File: src/rtl/shift_ram_pkg.sv
package shift_ram_pkg;
    localparam int DEF_DEPTH = 16;
    localparam int DEF_WIDTH = 8;

    function automatic bit is_pow2(input int n);
        return (n >= 2) && ((n & (n - 1)) == 0);
    endfunction

    function automatic int addr_bits(input int n);
        return (n <= 2) ? 1 : $clog2(n);
    endfunction
endpackage

File: src/rtl/shift_ram_ptr.sv
module shift_ram_ptr
    import shift_ram_pkg::*;
#(
    parameter int AW    = 4,
    parameter int START = 0
) (
    input  logic          clk,
    input  logic          rst,
    output logic [AW-1:0] addr
);
    typedef logic [AW-1:0] addr_t;
    localparam addr_t START_A = addr_t'(START);
    localparam addr_t LAST_A  = '1;

    addr_t nxt;

    always_comb begin
        if (addr == LAST_A) nxt = '0;
        else                nxt = addr + addr_t'(1);
    end

    always_ff @(posedge clk) begin
        if (rst) addr <= START_A;
        else     addr <= nxt;
    end


    start_val_chk: assert property (@(posedge clk) rst |=> addr == START_A);


    step_one_chk: assert property (@(posedge clk) disable iff (rst)
        1'b1 |=> addr == addr_t'($past(addr) + addr_t'(1)));


    wrap_chk: assert property (@(posedge clk) disable iff (rst)
        (addr == LAST_A) |=> addr == '0);
endmodule

File: src/rtl/shift_ram_store.sv
module shift_ram_store #(
    parameter int DEPTH = 16,
    parameter int WIDTH = 8,
    parameter int AW    = 4
) (
    input  logic             clk,
    input  logic             rst,
    input  logic             wr_en,
    input  logic [AW-1:0]    wr_addr,
    input  logic [WIDTH-1:0] wr_data,
    input  logic [AW-1:0]    rd_addr,
    output logic [WIDTH-1:0] rd_data
);
    logic [WIDTH-1:0] cells [DEPTH];

    always_ff @(posedge clk) begin
        if (wr_en) cells[wr_addr] <= wr_data;
    end

    always_ff @(posedge clk) begin
        if (rst) rd_data <= '0;
        else     rd_data <= cells[rd_addr];
    end


    port_clash_chk: assert property (@(posedge clk) disable iff (rst)
        wr_en |-> wr_addr != rd_addr);
endmodule

File: src/rtl/shift_ram_delay.sv
module shift_ram_delay
    import shift_ram_pkg::*;
#(
    parameter int DEPTH = DEF_DEPTH,
    parameter int WIDTH = DEF_WIDTH
) (
    input  logic             clk,
    input  logic             rst,
    input  logic [WIDTH-1:0] din,
    output logic [WIDTH-1:0] dout
);
    localparam int AW = addr_bits(DEPTH);
    typedef logic [AW-1:0] addr_t;

    typedef struct packed {
        addr_t            addr;
        logic [WIDTH-1:0] data;
    } wr_req_t;

    wr_req_t          wreq;
    addr_t            wr_addr;
    addr_t            rd_addr;
    logic [WIDTH-1:0] fetched;

    initial begin
        if (!is_pow2(DEPTH)) $error("DEPTH must be a power of two, at least 2");
    end

    shift_ram_ptr #(.AW(AW), .START(DEPTH - 1)) u_wr_ptr (
        .clk (clk),
        .rst (rst),
        .addr(wr_addr)
    );

    shift_ram_ptr #(.AW(AW), .START(0)) u_rd_ptr (
        .clk (clk),
        .rst (rst),
        .addr(rd_addr)
    );

    always_comb begin
        wreq.addr = wr_addr;
        wreq.data = din;
    end

    shift_ram_store #(.DEPTH(DEPTH), .WIDTH(WIDTH), .AW(AW)) u_store (
        .clk    (clk),
        .rst    (rst),
        .wr_en  (1'b1),
        .wr_addr(wreq.addr),
        .wr_data(wreq.data),
        .rd_addr(rd_addr),
        .rd_data(fetched)
    );

    always_ff @(posedge clk) begin
        if (rst) dout <= '0;
        else     dout <= fetched;
    end


    lead_gap_chk: assert property (@(posedge clk) disable iff (rst)
        addr_t'(wr_addr - rd_addr) == addr_t'(DEPTH - 1));


    out_clear_chk: assert property (@(posedge clk) rst |=> dout == '0);
endmodule

File: config.mk
export PLATFORM = sky130hd
export DESIGN_NAME = shift_ram_delay
export DESIGN_NICKNAME = d
export VERILOG_FILES = /design/src/rtl/shift_ram_pkg.sv /design/src/rtl/shift_ram_ptr.sv /design/src/rtl/shift_ram_store.sv /design/src/rtl/shift_ram_delay.sv
export SDC_FILE = /design/constraint.sdc
export NUM_CORES = 1
export LEC_CHECK = 0
export BUFFER_PORTS_ARGS = -buffer_cell sky130_fd_sc_hd__buf_2
export CORE_MARGIN = 2
export CORE_UTILIZATION = 50
export CTS_CLUSTER_DIAMETER = 40
export DETAILED_ROUTE_END_ITERATION = 8
export PLACE_DENSITY = 0.7
export SLEW_MARGIN = 20
export SYNTH_ARGS = -nofsm -noshare
export SYNTH_HDL_FRONTEND = slang
export SYNTH_SLANG_ARGS = --single-unit
File: constraint.sdc
create_clock -name clk -period 2.5 [get_ports clk]
set_clock_uncertainty 0.2 [all_clocks]
set_input_delay 0.5 -clock clk [delete_from_list [all_inputs] [get_ports clk]]
set_output_delay 0.5 -clock clk [all_outputs]
set_load 0.03 [all_outputs]
# Yosys cells after proc, flatten, opt, wreduce, memory -nomap -nowiden
# Memory sizes are Yosys's and may differ from the RTL's. A register that Yosys moved wholly into a read port is not among the register bits.
# Index checks and enable logic that the tools add are counted.
# word_totals
reg_bits	16
out_inout_bits	8
ramBits	128
memories	1
input_bits	10
word_cells	10
# mem_list
memory	depth	word_bits	rd	rd_ports_with_merged_regs	write_ports	line_no	text
u_store.cells	16	8	1	1	1	shift_ram_store.sv:14	logic [WIDTH-1:0] cells [DEPTH];
# op_classes
n_addsub	2
n_reduce_logical	1
n_mux	1
n_eq_ne	2
# ops
operator	count
$add A4 B1 Y4 const B	2
$eq A4 B4 Y1 const B	2
$mux W4	1
$reduce_or A2 Y1	1

# Depth between registers and ports, before layout
# Gate-level depths: netlist of run 1.
# logic_depth
ltp_word	2
ltp_mapped	7
depth_no_buf	4

# Modules after synthesis
# From an unflattened synthesis of run 1, not the netlist that was laid out.
# hier_totals
cells_unflattened	307
area_unflattened_um2	5816.8
# by_module_without_submodules
mod	seq_area_each_um2	area_per_inst_um2	n_inst	cells_each
shift_ram_store	4003.8	5282.6	1	259
shift_ram_delay	160.2	214.0	1	17
shift_ram_ptr (u_rd_ptr)	80.1	166.4	1	15
shift_ram_ptr (u_wr_ptr)	80.1	153.9	1	16

# Worst setup path before layout of run 1
# No wires, ideal clock.
# synth_timing
kind	flip-flop to flip-flop
startpoint	register u_wr_ptr.addr[0]
endpoint	memory u_store.cells[3][0], enable pin
setup_ns	0.385
stages_incl_launch_ff	3
path_slack_ns	0.637
synth_period_minus_slack_ns	1.863
required_ns	1.915
arrival_ns	1.278
path_buffers	0
cell_sequence	dfxtp_1 ha_1 nor3b_1
# synth_rtl
element	line_no	text
start, declared	shift_ram_ptr.sv:9	output logic [AW-1:0] addr
start signal, assigned	shift_ram_ptr.sv:24	else addr <= nxt;
end, declared	shift_ram_store.sv:14	
# No word-level cell before the write port.

==> results of run 1 <==
## synthesized netlist by cell type, drive strengths merged
cell type / instances
mux2i: 43
ha: 5
o31ai: 2
and3: 5
nor3: 1
a21oi: 2
o2111ai: 2
a221o: 1
nand2b: 7
nand2: 9
clkbuf: 8
edfxtp: 128
xnor2: 2
or2: 1
nor3b: 2
nor2b: 14
nand3b: 1
buf: 8
a22oi: 17
dfxtp: 24
nand3: 6
and2: 11
o21ai: 8
mux4: 11
a22o: 2
inv: 3
nor2: 5
and3b: 1
o21bai: 1
## final timing paths
path / slack [ns] / cells after the start / from / end
max: 0.39 / 6 / u_rd_ptr.addr[2]$_SDFF_PP0_ / u_store.rd_data[1]$_SDFF_PP0_
min: 0.24 / 1 / u_store.rd_data[2]$_SDFF_PP0_ / dout[2]$_SDFF_PP0_
max reg2reg: 0.39 / 6 / u_rd_ptr.addr[2]$_SDFF_PP0_ / u_store.rd_data[1]$_SDFF_PP0_
min reg2reg: 0.24 / 1 / u_store.rd_data[2]$_SDFF_PP0_ / dout[2]$_SDFF_PP0_
## flip-flops by register name, summed over array words and instances (netlist names)
name,flops
dout,8
u_rd_ptr.addr,4
u_store.cells,128
u_store.rd_data,8
u_wr_ptr.addr,4
## layout make-up
cell class / count / area [sq um]
multi-input combinational: 159 / 1390
clock inverter: 9 / 75.1
clock buffer: 23 / 478
sequential: 152 / 4330
inverter: 3 / 11.3
fill: 846 / 4770
tap: 143 / 179
timing repair buffer: 30 / 183
## stage by stage
step | total power [uW] | worst slack [ns] | utilization, % | cells | cell area (sq um)
finish | 5920 | 0.391 | 58.2 | 519 | 6640
global route | 6120 | 0.274 | 58.2 | 519 | 6640
CTS | 5950 | 0.375 | 58.2 | 519 | 6640
detailed placement | 3620 | 0.412 | 53.3 | 487 | 6090
global placement | 3610 | 0.120 | 53.3 | 487 | 6090
floorplan | 3430 | 0.637 | - | 330 | 5840
## layer usage
metal  vias to the layer above  part of all wire, %  global-route usage (%)  wire, um
met4                         0                  2.6                    9.67       276
met3                        17                  5.4                    5.99       585
met5                         -                    0                       0         0
met2                        78                   46                    27.2      5020
met1                      1434                   46                    25.2      4920
li1                       1351                    -                       -         -
## power breakdown
part | switching [uW] | internal, uW
clock | 918 | 1430
combinational | 323 | 186
sequential | 85.8 | 2970
total | 1330 | 4590
## logic make-up after synthesis
group                    after synthesis  share of synthesized area [%]
flip-flops                           152                           74.0
AND/OR/NAND/NOR                       63                           6.10
multiplexers                          54                           12.1
AO/OA/AOI/OAI                         35                           4.20
buffers and inverters                 19                           2.18
adder cells (fa/ha/maj)                5                           1.07
XOR/XNOR                               2                          0.300
## critical path, stage by stage, from the launching register on
cell,delay (ns)
dfxtp_1,0.70
buf_4,0.27
nor2b_1,0.21
buf_4,0.21
a22oi_1,0.11
nand3_1,0.18
o21ai_0,0.09
==> qor.txt, run 1 <==
status - completed
Distinct cells, synth - 35
Hold Vio Cnt, Final - 0
# DRC - 0
period utilisation layout - 84.4%
Top-Level Pins - 18
Global Route Usage Sum - 18.6%
clock buffer count from CTS - 17
Clock Pin Slew Worst Setup and Hold Paths - 0.06 ns
layout cells sized above 1 - 17.0%
WHS - 0.237 ns
Root Buffer - clkbuf_16
Worst Tran Pin Value - 0.772 ns
global-route wire length before repair - 16.7 mm
initial drt markers - 255
fin nets - 378
Max VDD drop - 0.000626 V
Initial Utilization - 51.2%
worst min path class - flop to flop
post-synth top area cell - edfxtp_1
CP max FO - 12
wire per inst - 20.8 um
Post-CTS Setup Inserts - 0
post-synth top area share - 65.8%
crit path time final - 2.11 ns
Post-DRT Antenna Nets - 0
Site Rows - 39
Via density - 5.55
Arr. time, crit path - 2.20 ns
syn nets - 345
Avg Cell Area, Syn - 17.7 sq um
clock tree sinks - 152
PD cells - 891 nW/um^2
placeable core area - 11400 sq um
startpoint types - flop
Yosys warning count - 0
H-tree Lvls - 4
die outline height - 112 um
Final Max Slew Viols - 0
max_cap viols - 0
WS Path Type - flop to flop
Post-CTS Resized - 0
Ant. Diodes - 0
IO Port Bufs - 17
Synth-to-Final Area Change - 13.7%
width of the chip - 112 um
initial antenna violation count - 0
Fmax - 474 MHz
RePlAce Congestion - 0.806
most frequent cells in the layout - edfxtp_1 (128), mux2i_1 (43), dfxtp_1 (23)
CTS Buffer Depth - 2
total gr overflow - 0
dpl hpwl - 6.84 mm
Post-Syn Area - 5840 sq um
Die Area - 12600 sq um
worst skew pair latency - 0.42 ns
RSZ-0062 raised after global routing - false
Worst EP required - 2.59 ns
final setup violating endpoints - 0
Setup TNS - 0 ns
1st-pass router iterations - 5
post-synthesis sequential area ratio - 74.0%
FF+latch count, synth - 152
cts hold-fix bufs - 0
Synth area leaders - edfxtp_1 (66%), dfxtp_1 (8.2%), mux2i_1 (7.4%)
relative slew slack - 48.5%
DR vias - 2880
vias in the first global route - 2919
Leak - 0.00235 uW
CP endpoint kind - flop
commonest non-fill, non-tap cell in the layout - edfxtp_1
CTS tree - yes
Synth Instances - 330
largest net degree at the start of global routing - 20
final WL - 10.8 mm
Power figures use the tool's default switching activity.
==> inputs of run 2 (changes only) <==
==> constraint.sdc (replaced) <==
create_clock -name clk -period 2.13 [get_ports clk]
set_clock_uncertainty 0.2 [all_clocks]
set_input_delay 0.426 -clock clk [delete_from_list [all_inputs] [get_ports clk]]
set_output_delay 0.426 -clock clk [all_outputs]
set_load 0.03 [all_outputs]
==> run 2 against run 1 <==
Flip-flop and latch count is the same. Maximum frequency grew 9.6%. First-iteration DRC count grew 19%. Global-route usage grew 0.69 points. Non-clock buffer count grew 9. Combinational power grew 27%. Register-to-register slack lost 0.18 ns. Wire length grew 3.7%. Critical endpoint is now u_store.rd_data[3]$_SDFF_PP0_.
==> qor.txt, run 2 (synthesis results as in run 1) <==
status - completed
worst skew pair latency - 0.43 ns (about the same)
Site Rows - 39 (unchanged)
Post-CTS Resized - 0 (unchanged)
dpl cell area - 6170 sq um (+1.3%)
PD cells - 1060 nW/um^2 (+19%)
Crit-path slowest cell - mux4_1
WS Path Type - flop to flop
Max VDD drop - 0.000833 V (+33%)
H-tree Lvls - 4 (unchanged)
Ant. Diodes - 0 (unchanged)
CTS tree - yes
FF+latch area - 4330 sq um (unchanged)
relative slew slack - 62.8% (+14 points)
area of the multi-input gates - 1390 sq um (-0.18%)
fillers - 850 (+0.47%)
CP Buf/Inv Count - 1 (-1)
period utilisation layout - 90.3% (+5.9 points)
commonest non-fill, non-tap cell in the layout - edfxtp_1
Hold Path Cell Cnt - 1 (unchanged)
largest net degree at the start of global routing - 19 (-5.0%)
Root Buffer - clkbuf_16
initial drt markers - 303 (+19%)
final setup violating endpoints - 0 (unchanged)
design area - 6750 sq um (+1.5%)
Die Area - 12600 sq um (unchanged)
placeable core area - 11400 sq um (unchanged)
launching point of the worst reg2reg path - u_rd_ptr.addr[0]$_SDFF_PP0_
Leak - 0.00241 uW (+2.4%)
setup slack, reg-to-reg - 0.21 ns (-0.18 ns)
fin nets - 387 (+2.4%)
Top-Level Pins - 18 (unchanged)
Hold Vio Cnt, Final - 0 (unchanged)
Initial Utilization - 51.2% (unchanged)
1st-pass router iterations - 4 (-1)
die outline height - 112 um (unchanged)
layout cells sized above 1 - 18.7% (+1.7 points)
worst r2r dst - u_store.rd_data[3]$_SDFF_PP0_
Clock Pin Slew Worst Setup and Hold Paths - 0.06 ns (about the same)
Endpoint, Worst Hold - u_store.cells[9][6]$_DFFE_PP_
Worst EP required - 2.22 ns (-0.37 ns)
dpl hpwl - 7.09 mm (+3.7%)
Final Max Slew Viols - 0 (unchanged)
Post-CTS Setup Inserts - 0 (unchanged)
Post-DRT Antenna Nets - 0 (unchanged)
CP max FO - 15 (+3)
hold path startpoint - din[6]
crit path time final - 1.92 ns (-0.186 ns)
Via density - 5.61 (+1.1%)
max incr delay on CP - 0.55 ns (-0.15 ns)
clock buffer count from CTS - 17 (unchanged)
final WL - 11.2 mm (+3.7%)
Synth-to-Final Area Change - 15.5%
# DRC - 0 (unchanged)
max_cap viols - 0 (unchanged)
DR vias - 2962 (+2.8%)
vias in the first global route - 2993 (+2.5%)
max reg flops - 128 (unchanged)
RePlAce Congestion - 0.748 (-7.1%)
critical path's top delay family - multiplexers
Fmax - 520 MHz (+9.6%)
crit-path cells - buf_12 > mux4_1 > nand2b_1 > nand3_1 > o21ai_1
worst min path class - primary input to flop
Setup TNS - 0 ns (unchanged)
Arr. time, crit path - 2.02 ns (-0.18 ns)
IO Port Bufs - 17 (unchanged)
Top reg by flops - u_store.cells
cts hold-fix bufs - 0 (unchanged)
initial antenna violation count - 0 (unchanged)
Worst Tran Pin Value - 0.555 ns (-0.216 ns)
CP endpoint kind - flop
Global Route Usage Sum - 19.3% (+0.69 points)
startpoint types - flop
Largest regs - u_store.cells x128, dout x8, u_store.rd_data x8
width of the chip - 112 um (unchanged)
Worst R2R Path Depth - 5 (-1)
total gr overflow - 0 (unchanged)
wire per inst - 21.2 um (+1.9%)
CTS Buffer Depth - 2 (unchanged)
clock tree sinks - 152 (unchanged)
RSZ-0062 raised after global routing - false
most frequent cells in the layout - edfxtp_1 (128), mux2i_1 (43), dfxtp_1 (23), buf_4 (21)
global-route wire length before repair - 17.4 mm (+4.1%)
==> run 2: layer usage <==
layer	track usage, %	share of wire [%]	wire [um]	up-vias
met2	28.7	46	5180	101
met3	5.62	7.1	795	18
met1	27.2	45	5000	1470
met5	0	0	0	-
met4	7.72	1.9	214	0
li1	-	-	-	1373
==> run 2: metrics by stage <==
step / setup slack, ns / cells / utilization (%) / hold slack, ns / total power, uW
floorplan: 0.267 / 330 / - / 0.214 / 4030
global placement: 0.254 / 496 / 54.0 / 0.221 / 4260
detailed placement: 0.236 / 496 / 54.0 / 0.225 / 4280
CTS: 0.206 / 528 / 59.1 / 0.175 / 7160
global route: 0.119 / 528 / 59.1 / 0.191 / 7360
finish: 0.206 / 528 / 59.1 / 0.182 / 7120
==> run 2: final cells by class <==
| type | instances | area share, % |
|---|---|---|
| flip-flops and latches | 152 | 64.1 |
| multi-input cells | 159 | 20.6 |
| clock buffers | 22 | 7.03 |
| repair buffers | 39 | 3.90 |
| well taps | 143 | 2.65 |
| clock inverters | 10 | 1.52 |
| inverters | 3 | 0.167 |
==> run 2: worst max-delay path by stage <==
stage,cells past startpoint,slack [ns],to,from
global placement,5,0.25,u_store.rd_data[1]$_SDFF_PP0_,u_rd_ptr.addr[0]$_SDFF_PP0_
detailed placement,5,0.24,u_store.rd_data[3]$_SDFF_PP0_,u_rd_ptr.addr[0]$_SDFF_PP0_
CTS,5,0.21,u_store.rd_data[3]$_SDFF_PP0_,u_rd_ptr.addr[0]$_SDFF_PP0_
floorplan,2,0.27,u_store.cells[3][0]$_DFFE_PP_,u_wr_ptr.addr[0]$_SDFF_PP1_
finish,5,0.21,u_store.rd_data[3]$_SDFF_PP0_,u_rd_ptr.addr[0]$_SDFF_PP0_
global route,5,0.12,u_store.rd_data[3]$_SDFF_PP0_,u_rd_ptr.addr[0]$_SDFF_PP0_
==> run 2: power by group <==
part           switching (uW)  total (uW)  internal (uW)
clock network            1100        2900           1800
logic                     403         644            241
registers                90.0        3580           3490
==> run 2: worst register-to-register path, delay by kind of cell (launching register included) <==
family,cells,cell delay [ns]
flip-flops,1,0.49
multiplexers,1,0.57
AND/OR/NAND/NOR,2,0.26
buffers and inverters,1,0.21
AO/OA/AOI/OAI,1,0.08
